[src/rtl/ahb_rd_dma_pkg.sv]
package ahb_rd_dma_pkg;
  localparam logic [1:0] TR_IDLE   = 2'b00;
  localparam logic [1:0] TR_NONSEQ = 2'b10;
  localparam logic [1:0] TR_SEQ    = 2'b11;

  localparam logic [2:0] BU_SINGLE = 3'b000;
  localparam logic [2:0] BU_INCR   = 3'b001;
  localparam logic [2:0] BU_INCR16 = 3'b111;

  localparam logic [2:0] SZ_WORD   = 3'b010;
  localparam logic [1:0] RSP_OKAY  = 2'b00;

  localparam int unsigned LEN_W    = 5;

  typedef enum logic [1:0] {
    ST_IDLE,
    ST_REQ,
    ST_ADDR,
    ST_LAST
  } state_e;
endpackage

[src/rtl/ahb_rd_dma_plan.sv]
module ahb_rd_dma_plan
  import ahb_rd_dma_pkg::*;
#(
  parameter int unsigned CNT_W   = 16,
  parameter int unsigned SPACE_W = 6
) (
  input  logic [7:0]         word_off_i,
  input  logic [CNT_W-1:0]   rem_i,
  input  logic [SPACE_W-1:0] space_i,
  output logic [LEN_W-1:0]   len_o,
  output logic [2:0]         burst_o
);
  localparam logic [LEN_W-1:0] MAX_LEN = LEN_W'(16);

  function automatic logic [LEN_W-1:0] clamp(input logic [31:0] v);
    return (v >= 32'd16) ? MAX_LEN : v[LEN_W-1:0];
  endfunction

  logic [8:0]       to_bnd;
  logic [LEN_W-1:0] l_rem, l_spc, l_bnd, l_min;

  assign to_bnd = 9'd256 - {1'b0, word_off_i};

  always_comb begin
    l_rem = clamp(32'(rem_i));
    l_spc = clamp(32'(space_i));
    l_bnd = clamp(32'(to_bnd));
    l_min = l_rem;
    if (l_spc < l_min) l_min = l_spc;
    if (l_bnd < l_min) l_min = l_bnd;
    len_o = l_min;
    if (l_min == MAX_LEN)            burst_o = BU_INCR16;
    else if (l_min >= LEN_W'(2))     burst_o = BU_INCR;
    else                             burst_o = BU_SINGLE;
  end
endmodule

[src/rtl/ahb_rd_dma_dphase.sv]
module ahb_rd_dma_dphase
  import ahb_rd_dma_pkg::*;
#(
  parameter int unsigned DATA_W = 32
) (
  input  logic              clk_i,
  input  logic              rst_ni,
  input  logic              accept_i,
  input  logic              hready_i,
  input  logic [1:0]        hresp_i,
  input  logic [DATA_W-1:0] hrdata_i,
  output logic              beat_done_o,
  output logic              err_hit_o,
  output logic              fifo_we_o,
  output logic [DATA_W-1:0] fifo_wdata_o
);
  logic pend_q;

  assign err_hit_o   = pend_q && (hresp_i != RSP_OKAY);
  assign beat_done_o = pend_q && hready_i && (hresp_i == RSP_OKAY);

  always_ff @(posedge clk_i or negedge rst_ni) begin
    if (!rst_ni) begin
      pend_q       <= 1'b0;
      fifo_we_o    <= 1'b0;
      fifo_wdata_o <= '0;
    end else begin
      fifo_we_o <= beat_done_o;
      if (beat_done_o) fifo_wdata_o <= hrdata_i;
      if (err_hit_o)     pend_q <= 1'b0;
      else if (hready_i) pend_q <= accept_i;
    end
  end
endmodule

[src/rtl/ahb_rd_dma.sv]
module ahb_rd_dma
  import ahb_rd_dma_pkg::*;
#(
  parameter int unsigned CNT_W   = 16,
  parameter int unsigned SPACE_W = 6
) (
  input  logic               clk_i,
  input  logic               rst_ni,
  input  logic               start_i,
  input  logic [31:0]        base_addr_i,
  input  logic [CNT_W-1:0]   word_cnt_i,
  input  logic [SPACE_W-1:0] fifo_space_i,
  output logic               hbusreq_o,
  input  logic               hgrant_i,
  output logic [31:0]        haddr_o,
  output logic [1:0]         htrans_o,
  output logic               hwrite_o,
  output logic [2:0]         hsize_o,
  output logic [2:0]         hburst_o,
  input  logic               hready_i,
  input  logic [1:0]         hresp_i,
  input  logic [31:0]        hrdata_i,
  output logic               fifo_we_o,
  output logic [31:0]        fifo_wdata_o,
  output logic               busy_o,
  output logic               done_o,
  output logic               err_o
);
  localparam int unsigned DATA_W = 32;

  state_e           state_q;
  logic [31:0]      addr_q;
  logic [CNT_W-1:0] iss_rem_q;
  logic [LEN_W-1:0] beats_q;
  logic             first_q;
  logic [2:0]       burst_q;
  logic             done_q, err_q;

  logic [LEN_W-1:0] plan_len;
  logic [2:0]       plan_burst;
  logic             beat_done, err_hit, accept;

  ahb_rd_dma_plan #(.CNT_W(CNT_W), .SPACE_W(SPACE_W)) u_plan (
    .word_off_i (addr_q[9:2]),
    .rem_i      (iss_rem_q),
    .space_i    (fifo_space_i),
    .len_o      (plan_len),
    .burst_o    (plan_burst)
  );

  assign accept = (state_q == ST_ADDR) && hready_i && !err_hit;

  ahb_rd_dma_dphase #(.DATA_W(DATA_W)) u_dphase (
    .clk_i        (clk_i),
    .rst_ni       (rst_ni),
    .accept_i     (accept),
    .hready_i     (hready_i),
    .hresp_i      (hresp_i),
    .hrdata_i     (hrdata_i),
    .beat_done_o  (beat_done),
    .err_hit_o    (err_hit),
    .fifo_we_o    (fifo_we_o),
    .fifo_wdata_o (fifo_wdata_o)
  );

  always_ff @(posedge clk_i or negedge rst_ni) begin
    if (!rst_ni) begin
      state_q   <= ST_IDLE;
      addr_q    <= '0;
      iss_rem_q <= '0;
      beats_q   <= '0;
      first_q   <= 1'b0;
      burst_q   <= BU_SINGLE;
      done_q    <= 1'b0;
      err_q     <= 1'b0;
    end else begin
      done_q <= 1'b0;
      if (err_hit) begin
        state_q <= ST_IDLE;
        err_q   <= 1'b1;
      end else begin
        unique case (state_q)
          ST_IDLE: if (start_i) begin
            addr_q    <= base_addr_i;
            iss_rem_q <= word_cnt_i;
            err_q     <= 1'b0;
            if (word_cnt_i == '0) done_q  <= 1'b1;
            else                  state_q <= ST_REQ;
          end
          ST_REQ: if (hgrant_i && hready_i && plan_len != '0) begin
            state_q <= ST_ADDR;
            beats_q <= plan_len;
            burst_q <= plan_burst;
            first_q <= 1'b1;
          end
          ST_ADDR: if (hready_i) begin
            addr_q    <= addr_q + 32'd4;
            iss_rem_q <= iss_rem_q - CNT_W'(1);
            beats_q   <= beats_q - LEN_W'(1);
            first_q   <= 1'b0;
            if (beats_q == LEN_W'(1)) state_q <= ST_LAST;
          end
          ST_LAST: if (beat_done) begin
            if (iss_rem_q == '0) begin
              done_q  <= 1'b1;
              state_q <= ST_IDLE;
            end else begin
              state_q <= ST_REQ;
            end
          end
          default: state_q <= ST_IDLE;
        endcase
      end
    end
  end

  assign htrans_o  = (state_q == ST_ADDR) ? (first_q ? TR_NONSEQ : TR_SEQ) : TR_IDLE;
  assign hbusreq_o = (state_q == ST_ADDR) || ((state_q == ST_REQ) && (fifo_space_i != '0));
  assign haddr_o   = addr_q;
  assign hburst_o  = burst_q;
  assign hwrite_o  = 1'b0;
  assign hsize_o   = SZ_WORD;
  assign busy_o    = (state_q != ST_IDLE);
  assign done_o    = done_q;
  assign err_o     = err_q;
endmodule

[config.mk]
export PLATFORM = sky130hd
export DESIGN_NAME = ahb_rd_dma
export DESIGN_NICKNAME = d
export VERILOG_FILES = /design/src/rtl/ahb_rd_dma_pkg.sv /design/src/rtl/ahb_rd_dma_plan.sv /design/src/rtl/ahb_rd_dma_dphase.sv /design/src/rtl/ahb_rd_dma.sv
export SDC_FILE = /design/constraint.sdc
export NUM_CORES = 1
export LEC_CHECK = 0
export BUFFER_PORTS_ARGS = -buffer_cell sky130_fd_sc_hd__buf_2
export CORE_MARGIN = 8
export CORE_UTILIZATION = 47
export DETAILED_ROUTE_END_ITERATION = 16
export PLACE_DENSITY_LB_ADDON = 0.25
export SYNTH_ARGS = -nofsm -noshare
export SYNTH_HDL_FRONTEND = slang
export SYNTH_SLANG_ARGS = --single-unit
[constraint.sdc]
create_clock -name clk_i -period 6.07 [get_ports clk_i]
set_clock_uncertainty 0.15 [all_clocks]
set_input_delay 0.607 -clock clk_i [delete_from_list [all_inputs] [get_ports clk_i]]
set_output_delay 0.607 -clock clk_i [all_outputs]
set_load 0.05 [all_outputs]
======== After elaboration in Yosys (flattened, before gate mapping) ========
Cells that the tools add are included.
word-level totals
  flip-flop bits (word level) ............. 95
  input port bits ......................... 93
  output and inout bits ................... 78
  logic and storage cells ................. 105
operators by class
  add/sub/neg operators ................... 4
  order comparisons ....................... 6
  equality and inequality tests ........... 14
  multiplexer cells ....................... 41
  bitwise gates (word level) .............. 1
  reduce and logical (&&, ||, !) cells .... 28
operators with widths
  kind                     count
  $mux W32                 2
  $pmux W32 S2             1
  $mux W5                  7
  $add A32 B3 Y32 const B  1
  $logic_not A16 Y1        2
  $mux W16                 2
  $pmux W16 S2             1
  $ge A16 B5 Y1 const B    1
  $mux W2                  8
  $sub A16 B1 Y16 const B  1
  $mux W1                  15
  $reduce_bool A2 Y1       7
  $ne A3 B3 Y1 const B     4
  $lt A5 B5 Y1             2
  $pmux W5 S2              1
  $ge A9 B5 Y1 const B     1
  $sub A9 B8 Y9 const A    1
  $logic_and A1 B1 Y1      8
  $pmux W2 S4              1
  $reduce_and A4 Y1        2
  $ge A6 B5 Y1 const B     1
  $ne A2 B2 Y1 const B     3
  $ne A3 B2 Y1 const B     2
  $reduce_and A6 Y1        1
  16 further kinds         19

======== Longest topological paths before layout ========
Gate-level depths: netlist (run 1).
  depth in word-level cells ............... 11
  mapped depth ............................ 22
  mapped depth without buffers ............ 19

======== Hierarchy ========
Synthesis (run 1) repeated with hierarchy kept, for this count alone.
second synthesis, totals
  cell total of the unflattened synthesis .. 621
  area, all modules ....................... 5952.0 µm²
modules (own cells, without submodules)
  module             instances  cells each  area each (µm²)  seq. area each (µm²)
  ahb_rd_dma         1          459         3901.2           1526.5
  ahb_rd_dma_dphase  1          74          1425.1           850.8
  ahb_rd_dma_plan    1          88          625.6            0.0

======== Worst setup path after synthesis (run 1) ========
Ideal clock, no wire load.
  path kind ............................... register to register
  start ................................... register iss_rem_q[6]
  end ..................................... register beats_q[2]
  setup time .............................. 0.123 ns
  arrival time ............................ 4.353 ns
  required time ........................... 5.797 ns
  path slack .............................. 1.445 ns
  stages on the path, launching flop included .. 22
  path buffers ............................ 2
  clock period less this slack ............ 4.625 ns
  path through ............................ dfrtp_1 -> buf_2 -> nor4_2 -> and3_1 -> buf_2 -> and2_1 -> inv_1 -> ha_1 -> a211o_1 -> a21oi_1 -> and2_2 -> a22o_1 -> a22oi_1 -> ha_1 -> o21a_1 -> nor2_1 -> o21a_1 -> a311o_1 -> o31a_1 -> a21boi_4 -> a2111o_1 -> o221a_2
on the way
  cells in the longest elaborated chain, start to end .. 10
  elaborated cells between the ends (all ways) .. 12
  classes of those cells .................. 3 x order compare; 1 x eq/ne; 5 x mux; 3 x reduce/logical
ends and longest elaborated chain
  item                         line                   RTL
  from (decl)                  ahb_rd_dma.sv:33       logic [CNT_W-1:0] iss_rem_q;
  from (signal assigned)       ahb_rd_dma.sv:85       iss_rem_q <= word_cnt_i;
  from (signal assigned)       ahb_rd_dma.sv:98       iss_rem_q <= iss_rem_q - CNT_W'(1);
  $ge A16 B5 Y1 (*)            ahb_rd_dma_plan.sv:16  return (v >= 32'd16) ? MAX_LEN : v[LEN_W-1:0];
  $mux W5 (*)                  ahb_rd_dma_plan.sv:16
  $lt A5 B5 Y1                 ahb_rd_dma_plan.sv:29  if (l_spc < l_min) l_min = l_spc;
  $mux W5 (*)                  ahb_rd_dma_plan.sv:29
  $lt A5 B5 Y1                 ahb_rd_dma_plan.sv:30  if (l_bnd < l_min) l_min = l_bnd;
  $mux W5 (*)                  ahb_rd_dma_plan.sv:30
  $reduce_bool A5 Y1           ahb_rd_dma.sv:90       ST_REQ: if (hgrant_i && hready_i && plan_len != '0) begin
  $logic_and A1 B1 Y1          ahb_rd_dma.sv:90
  $ne A2 B2 Y1 (no line)       n/a
  $reduce_and A4 Y1 (no line)  n/a
  to (signal assigned)         ahb_rd_dma.sv:92       beats_q <= plan_len;
  to (signal assigned)         ahb_rd_dma.sv:99       beats_q <= beats_q - LEN_W'(1);
  to (decl)                    ahb_rd_dma.sv:34       logic [LEN_W-1:0] beats_q;
Mark *: on every way between the ends. The rest lies on a longest branch, timed or not. The select of a mux whose other input is x is not followed.
A chain may end at the register's enable or synchronous reset.

======== Worst setup path after layout (run 1) ========
  start ................................... register iss_rem_q[8]
  end ..................................... register state_q[0]
on the way
  cells in the longest elaborated chain, start to end .. 10
  elaborated cells between the ends (all ways) .. 15
  classes of those cells .................. 3 x order compare; 1 x eq/ne; 7 x mux; 4 x reduce/logical
ends and longest elaborated chain
  item                         line                   RTL
  $ge A16 B5 Y1                ahb_rd_dma_plan.sv:16
  $mux W5                      ahb_rd_dma_plan.sv:16
  $lt A5 B5 Y1                 ahb_rd_dma_plan.sv:29
  $mux W5                      ahb_rd_dma_plan.sv:29
  $lt A5 B5 Y1                 ahb_rd_dma_plan.sv:30
  $mux W5                      ahb_rd_dma_plan.sv:30
  $reduce_bool A5 Y1           ahb_rd_dma.sv:90
  $logic_and A1 B1 Y1          ahb_rd_dma.sv:90
  $ne A3 B3 Y1 (no line)       n/a
  $reduce_and A6 Y1 (no line)  n/a
  to (signal assigned)         ahb_rd_dma.sv:88       else state_q <= ST_REQ;
  to (signal assigned)         ahb_rd_dma.sv:91       state_q <= ST_ADDR;
  to (signal assigned)         ahb_rd_dma.sv:101      if (beats_q == LEN_W'(1)) state_q <= ST_LAST;
  to (decl)                    ahb_rd_dma.sv:31       state_e state_q;
Several ways; a longest one is shown, not always the timed one. The select of a mux whose other input is x is not followed.

==> flow_metrics.env, run 1 <==
export IMPL_dpl_hpwl_um=11880
export IMPL_rrSetupSlack_ns=0.75
export IMPL_num_vias=5334
export IMPL_worst_hold_slack_ns=0.3382
export IMPL_wire_per_inst_um=17.15
export IMPL_required_ns=6.19
export IMPL_worst_slew_margin_rel_pct=20.70
export IMPL_drc_errors=0
export IMPL_cts_setup_buffers=0
export IMPL_r2r_start="iss_rem_q[8]"
export IMPL_cp_start_kind="register"
export IMPL_ys_ff_latch=94
export IMPL_maxCapViolCount=0
export IMPL_fin_cells=930
export IMPL_dieHeight_um=126.1
export IMPL_ys_seq_area_share_pct=41.30
export IMPL_worstPathArrival_ns=5.43
export IMPL_first_global_vias=5264
export IMPL_clockBufferDepth=2
export IMPL_tns_ns=0
export IMPL_hold_viol=0
export IMPL_vias_per_cell=5.735
export IMPL_ctsHtreeMaxLevel=3
export IMPL_netlist_cell_type_count=68
export IMPL_routed_wirelength_um=15950
export IMPL_avgSynthCellArea_sq_um=9.026
export IMPL_fin_crit_sh_pct=87.56
export IMPL_ctsResizeCount=0
export IMPL_die_x_um=126.1
export IMPL_synthFlopType="dfrtp_1"
export IMPL_dp_cells=913
export IMPL_final_cell_mix="buf_2 (165), dfrtp_1 (94), a21oi_1 (79)"
export IMPL_crit_type="register to register"
export IMPL_grt_use_total_pct=19.66
export IMPL_layout_drive_gt1_share_pct=30.65
export IMPL_p_leak_nw=3.182
export IMPL_fmax_mhz=188.1
export IMPL_cp_max_fo=12
export IMPL_grt_first_pass_wirelength_um=25900
export IMPL_startpoint="iss_rem_q[8]"
export IMPL_first_pass_iters=5
export IMPL_tightest_slew_ns=1.179
export IMPL_fillers=1093
export IMPL_top_usage_layer="met2"
export IMPL_initial_core_util_pct=47.82
export IMPL_gp_congestion=0.8629
export IMPL_diodes=0
export IMPL_r2r_cells=19
export IMPL_postCtsHoldBufs=1
export IMPL_grtUsageMet2_pct=32.56
export IMPL_antenna_found_initial=2
export IMPL_async_flop_share_pct=100.0
export IMPL_multi_input_area_sq_mm=0.003097
export IMPL_std_cell_rows=40
export IMPL_grt_setup_unrepaired="false"
export IMPL_synth_edff_count=0
export IMPL_drv_slew=0
export IMPL_period_minus_slack_ns=5.315
export IMPL_area_growth_pct=21.64
export IMPL_drt_iter0_markers=404
export IMPL_crit_slowest_cell="and3_1"
export IMPL_numCtsBuffers=9
export IMPL_cts_tree="yes"
export IMPL_cp_endpoint="state_q[0]"
export IMPL_grt_max_degree=88
export IMPL_status="finished clean"
export IMPL_hp_class="register to register"
export IMPL_use_met1_pct=24.02
export IMPL_syn_inst=631
export IMPL_cts_root_buffer="clkbuf_16"
export IMPL_seq_area_sq_mm=0.002352
export IMPL_final_common_cell="buf_2"
export IMPL_grt_overflow=0
export IMPL_cpPeakStageDelay_ns=0.48
export IMPL_netlist_area_sq_mm=0.005695
export IMPL_worst_r2r_endpoint="state_q[0]"
export IMPL_ys_warn_count=0
export IMPL_fin_nets=891
export IMPL_coreArea_sq_mm=0.01191
export IMPL_worstPathCellList="nor4_2 > and3_1 > and2_1 > inv_1 > ha_1 > a211o_1 > a21oi_1 > a21oi_1 > a22o_1 > a22oi_1 > ha_1 > a21oi_1 > o21ai_0 > a211o_1 > o21bai_4 > o2bb2ai_1 > o21ai_1 > or3_1 > a21oi_1"
export IMPL_port_buffer_count=166
export IMPL_io_pins=171
export IMPL_cp_end_kind="register"
export IMPL_numClockSinks=94
export IMPL_die_area_sq_mm=0.01590
export IMPL_cp_common_cell="a21oi_1"
export IMPL_vdd_drop_max_mv=0.3238
export IMPL_insertion_delay_ns=0.34
export IMPL_globalRouteMet3Util_pct=5.696
export IMPL_clk_pin_slew_ns=0.07
export IMPL_p_per_area_mw_per_mm2=625.7
export IMPL_antenna_left=0
export IMPL_setup_violations=0
[synth_stat cells (5+ instances only)]
| cell type | number | share of area [%] |
|---|---|---|
| nor3_1 | 16 | 1.4 |
| and2_1 | 9 | 0.99 |
| nor4_1 | 8 | 0.88 |
| o22ai_1 | 27 | 3.0 |
| and3_1 | 8 | 0.88 |
| buf_4 | 8 | 1.1 |
| mux2i_1 | 16 | 2.8 |
| nand3_1 | 23 | 2.0 |
| dfrtp_1 | 94 | 41 |
| o21a_1 | 7 | 0.92 |
| nor2_1 | 42 | 2.8 |
| a21oi_1 | 79 | 6.9 |
| inv_1 | 22 | 1.4 |
| mux2_2 | 36 | 7.1 |
| nand2_1 | 58 | 3.8 |
| o21ai_0 | 38 | 3.3 |
| clkbuf_1 | 25 | 1.6 |
| ha_1 | 20 | 4.4 |
| a211oi_1 | 5 | 0.66 |
| nand4_1 | 13 | 1.4 |
[layer usage]
| metal | wire (um) | vias up | share of wire (%) |
|---|---|---|---|
| met5 | 17 | - | 0.11 |
| met4 | 338 | 4 | 2.1 |
| met3 | 972 | 29 | 6.1 |
| met2 | 7911 | 157 | 50 |
| met1 | 6714 | 2550 | 42 |
| li1 | - | 2594 | - |
[flip-flops by register name, summed over array words and instances, names as in the netlist]
name,count
err_o,1
beats_q,5
u_dphase.fifo_wdata_o,32
hburst_o,2
u_dphase.pend_q,1
iss_rem_q,16
first_q,1
haddr_o,32
done_o,1
u_dphase.fifo_we_o,1
state_q,2
[critical path: cells and delay by family, from the launching register on]
family	cells	cell delay, ns
adder cells (fa/ha/maj)	2	0.47
flip-flops	1	0.46
AO/OA/AOI/OAI	12	2.66
buffers and inverters	1	0.05
AND/OR/NAND/NOR	4	1.47
[stage by stage]
step | util (%) | total power [mW] | instance area [sq um] | worst slack [ns]
floorplan | - | 3.131 | 5703 | 1.445
global placement | 55.36 | 3.652 | 6594 | 1.020
detailed placement | 55.36 | 3.723 | 6594 | 0.8333
CTS | 58.16 | 4.354 | 6928 | 0.8154
global route | 58.16 | 4.622 | 6928 | 0.3364
finish | 58.16 | 4.335 | 6928 | 0.7549
[kinds of logic (layout without fill, tap and decap cells)]
logic type	count (synthesis)	in the layout	synth area share, %
AOI/OAI and AO/OA	194	194	21.18
xor gates and xnor gates	1	1	0.1538
adders and majority gates	20	20	4.394
buffers and inverters	61	211	4.591
DFF	94	94	41.30
muxes	53	53	10.13
other	2	4	0.1319
and+or+nand+nor	206	206	18.12
[area by class of cell]
class	instances	area share (%)
Clock buffer	10	3.305
Sequential cell	94	33.95
Multi-Input combinational cell	478	44.70
Clock inverter	6	1.373
Timing Repair Buffer	173	12.82
Inverter	22	1.192
Tap cell	147	2.655
[report_power, final]
group	internal (mW)	switching [mW]
sequential	0.932	0.315
combinational	0.728	1.74
clock	0.365	0.256
[worst min path at each step]
stage | from | end | slack, ns | depth (start not counted)
after floorplan | rst_ni | beats_q[0] | 0.16 | 0
after global placement | err_o | err_o | 0.31 | 2
after detailed placement | err_o | err_o | 0.32 | 2
after CTS | hrdata_i[1] | u_dphase.fifo_wdata_o[1] | 0.33 | 2
after global routing | hrdata_i[1] | u_dphase.fifo_wdata_o[1] | 0.33 | 2
final | err_o | err_o | 0.34 | 2
Power figures use the tool's default switching activity.
==> inputs of run 2 (changes only) <==
Settings changed: CORE_UTILIZATION 47 to 35.
==> flow_metrics.env, run 2 (same netlist as run 1, synthesis figures left out) <==
export IMPL_status="finished clean"
export IMPL_maxCapViolCount=0
export IMPL_cts_root_buffer="clkbuf_16"
export IMPL_crit_type="register to register"
export IMPL_cts_setup_buffers=0
export IMPL_intPower_mw=2.058
export IMPL_first_pass_iters=5
export IMPL_seq_area_sq_mm=0.002352
export IMPL_clk_pin_slew_ns=0.07
export IMPL_fillers=1635
export IMPL_ctsHtreeMaxLevel=3
export IMPL_coreArea_sq_mm=0.01589
export IMPL_initial_core_util_pct=35.85
export IMPL_tightest_slew_ns=0.9382
export IMPL_die_x_um=143.6
export IMPL_required_ns=6.20
export IMPL_numClockSinks=94
export IMPL_gp_congestion=0.8626
export IMPL_vias_per_cell=5.206
export IMPL_insertion_delay_ns=0.35
export IMPL_grt_use_total_pct=16.05
export IMPL_cp_max_fo=12
export IMPL_antenna_found_initial=0
export IMPL_grt_first_pass_wirelength_um=26340
export IMPL_hp_class="input port to asynchronous set/reset pin"
export IMPL_cp_start_kind="register"
export IMPL_setup_violations=0
export IMPL_switching_share_pct=52.78
export IMPL_drc_errors=0
export IMPL_diodes=0
export IMPL_worst_hold_slack_ns=0.09578
export IMPL_tns_ns=0
export IMPL_fin_crit_sh_pct=86.86
export IMPL_worstPathArrival_ns=5.40
export IMPL_cp_end_kind="register"
export IMPL_routed_wirelength_um=16540
export IMPL_fin_nets=890
export IMPL_seqPwrFrac_pct=28.6
export IMPL_p_per_area_mw_per_mm2=621.2
export IMPL_dpl_hpwl_um=12120
export IMPL_postCtsHoldBufs=0
export IMPL_cts_tree="yes"
export IMPL_fmax_mhz=189.7
export IMPL_dieHeight_um=143.6
export IMPL_port_buffer_count=166
export IMPL_vdd_drop_max_mv=0.3482
export IMPL_p_leak_nw=3.194
export IMPL_grt_setup_unrepaired="false"
export IMPL_wire_per_inst_um=16.57
export IMPL_std_cell_rows=46
export IMPL_area_growth_pct=23.22
export IMPL_layout_drive_gt1_share_pct=30.69
export IMPL_worst_slew_margin_rel_pct=35.84
export IMPL_combPwrFrac_pct=56.4
export IMPL_numCtsBuffers=9
export IMPL_antenna_left=0
export IMPL_hold_viol=0
export IMPL_clockPowerShare_pct=15.0
export IMPL_final_common_cell="buf_2"
export IMPL_die_area_sq_mm=0.02061
export IMPL_period_minus_slack_ns=5.272
export IMPL_clockBufferDepth=2
export IMPL_final_cell_mix="buf_2 (165), dfrtp_1 (94), a21oi_1 (79)"
export IMPL_grt_overflow=0
export IMPL_first_global_vias=5085
export IMPL_io_pins=171
export IMPL_ctsResizeCount=0
export IMPL_grt_max_degree=88
export IMPL_multi_input_area_sq_mm=0.003097
export IMPL_drv_slew=0
export IMPL_p_sw_mw=2.301
export IMPL_drt_iter0_markers=244
export IMPL_num_vias=5196
run 2: cell count changes in the layout (fill, tap and decap cells not counted):
cell	before	now
bufinv_16	2	3
clkinv_2	0	2
clkinv_4	1	0
clkinvlp_4	2	0
dlygate4sd3_1	1	0
inv_6	0	1
inv_8	1	0
run 2: power by group through the flow:
stage                     Sequential (mW)  Combinational [mW]  Clock, mW
after floorplan                      1.93                1.20          0
after global placement               1.25                2.45          0
after detailed placement             1.25                2.48          0
after CTS                            1.25                2.48      0.677
after global routing                 1.30                2.67      0.703
final                                1.25                2.46      0.656
run 2: path summary, 6_finish.rpt:
path | start | end | slack, ns | cells after the start
max | iss_rem_q[8] | state_q[0] | 0.80 | 19
min | rst_ni | u_dphase.fifo_wdata_o[29] | 0.1 | 1
max reg2reg | iss_rem_q[8] | state_q[0] | 0.80 | 19
min reg2reg | err_o | err_o | 0.32 | 2
max in group asynchronous | rst_ni | iss_rem_q[10] | 4.56 | 2
min in group clk_i | err_o | err_o | 0.32 | 2
run 2: area by class of cell:
| type | count | share of cell area [%] |
|---|---|---|
| Multi-Input combinational cell | 478 | 44.13 |
| Sequential cell | 94 | 33.52 |
| Clock inverter | 6 | 1.551 |
| Timing Repair Buffer | 172 | 12.52 |
| Tap cell | 216 | 3.851 |
| Clock buffer | 10 | 3.263 |
| Inverter | 22 | 1.177 |
run 2: stage by stage:
stage / cell area (sq um) / worst slack [ns] / power, mW / utilization, % / cells
2_1_floorplan: 5703 / 1.445 / 3.131 / - / 633
3_3_place_gp: 6680 / 0.9890 / 3.700 / 42.05 / 982
3_5_place_dp: 6680 / 0.8688 / 3.727 / 42.05 / 982
4_1_cts: 7018 / 0.8582 / 4.401 / 44.18 / 998
5_1_grt: 7018 / 0.2739 / 4.680 / 44.18 / 998
6_report: 7018 / 0.7977 / 4.359 / 44.18 / 998
run 2: routing by layer:
layer	vias to the layer above	global-route usage, %	share of wire (%)
met5	-	0	0
met4	0	6.696	2.1
met3	21	3.716	5.9
met2	150	25.48	47
met1	2423	20.56	44
li1	2602	-	-
run 2: critical path: stages (launching register included):
cell and delay [ns]:
dfrtp_1 0.45, nor4_2 0.40, and3_1 0.49, and2_1 0.21
inv_1 0.05, ha_1 0.26, a41oi_1 0.23, a21boi_2 0.37
a21oi_1 0.15, a22o_1 0.21, a22oi_1 0.19, ha_1 0.29
a21oi_1 0.13, o21ai_0 0.14, a211o_1 0.36, o21bai_4 0.33
o2bb2ai_1 0.17, o21ai_1 0.13, or3_1 0.36, a21oi_1 0.14
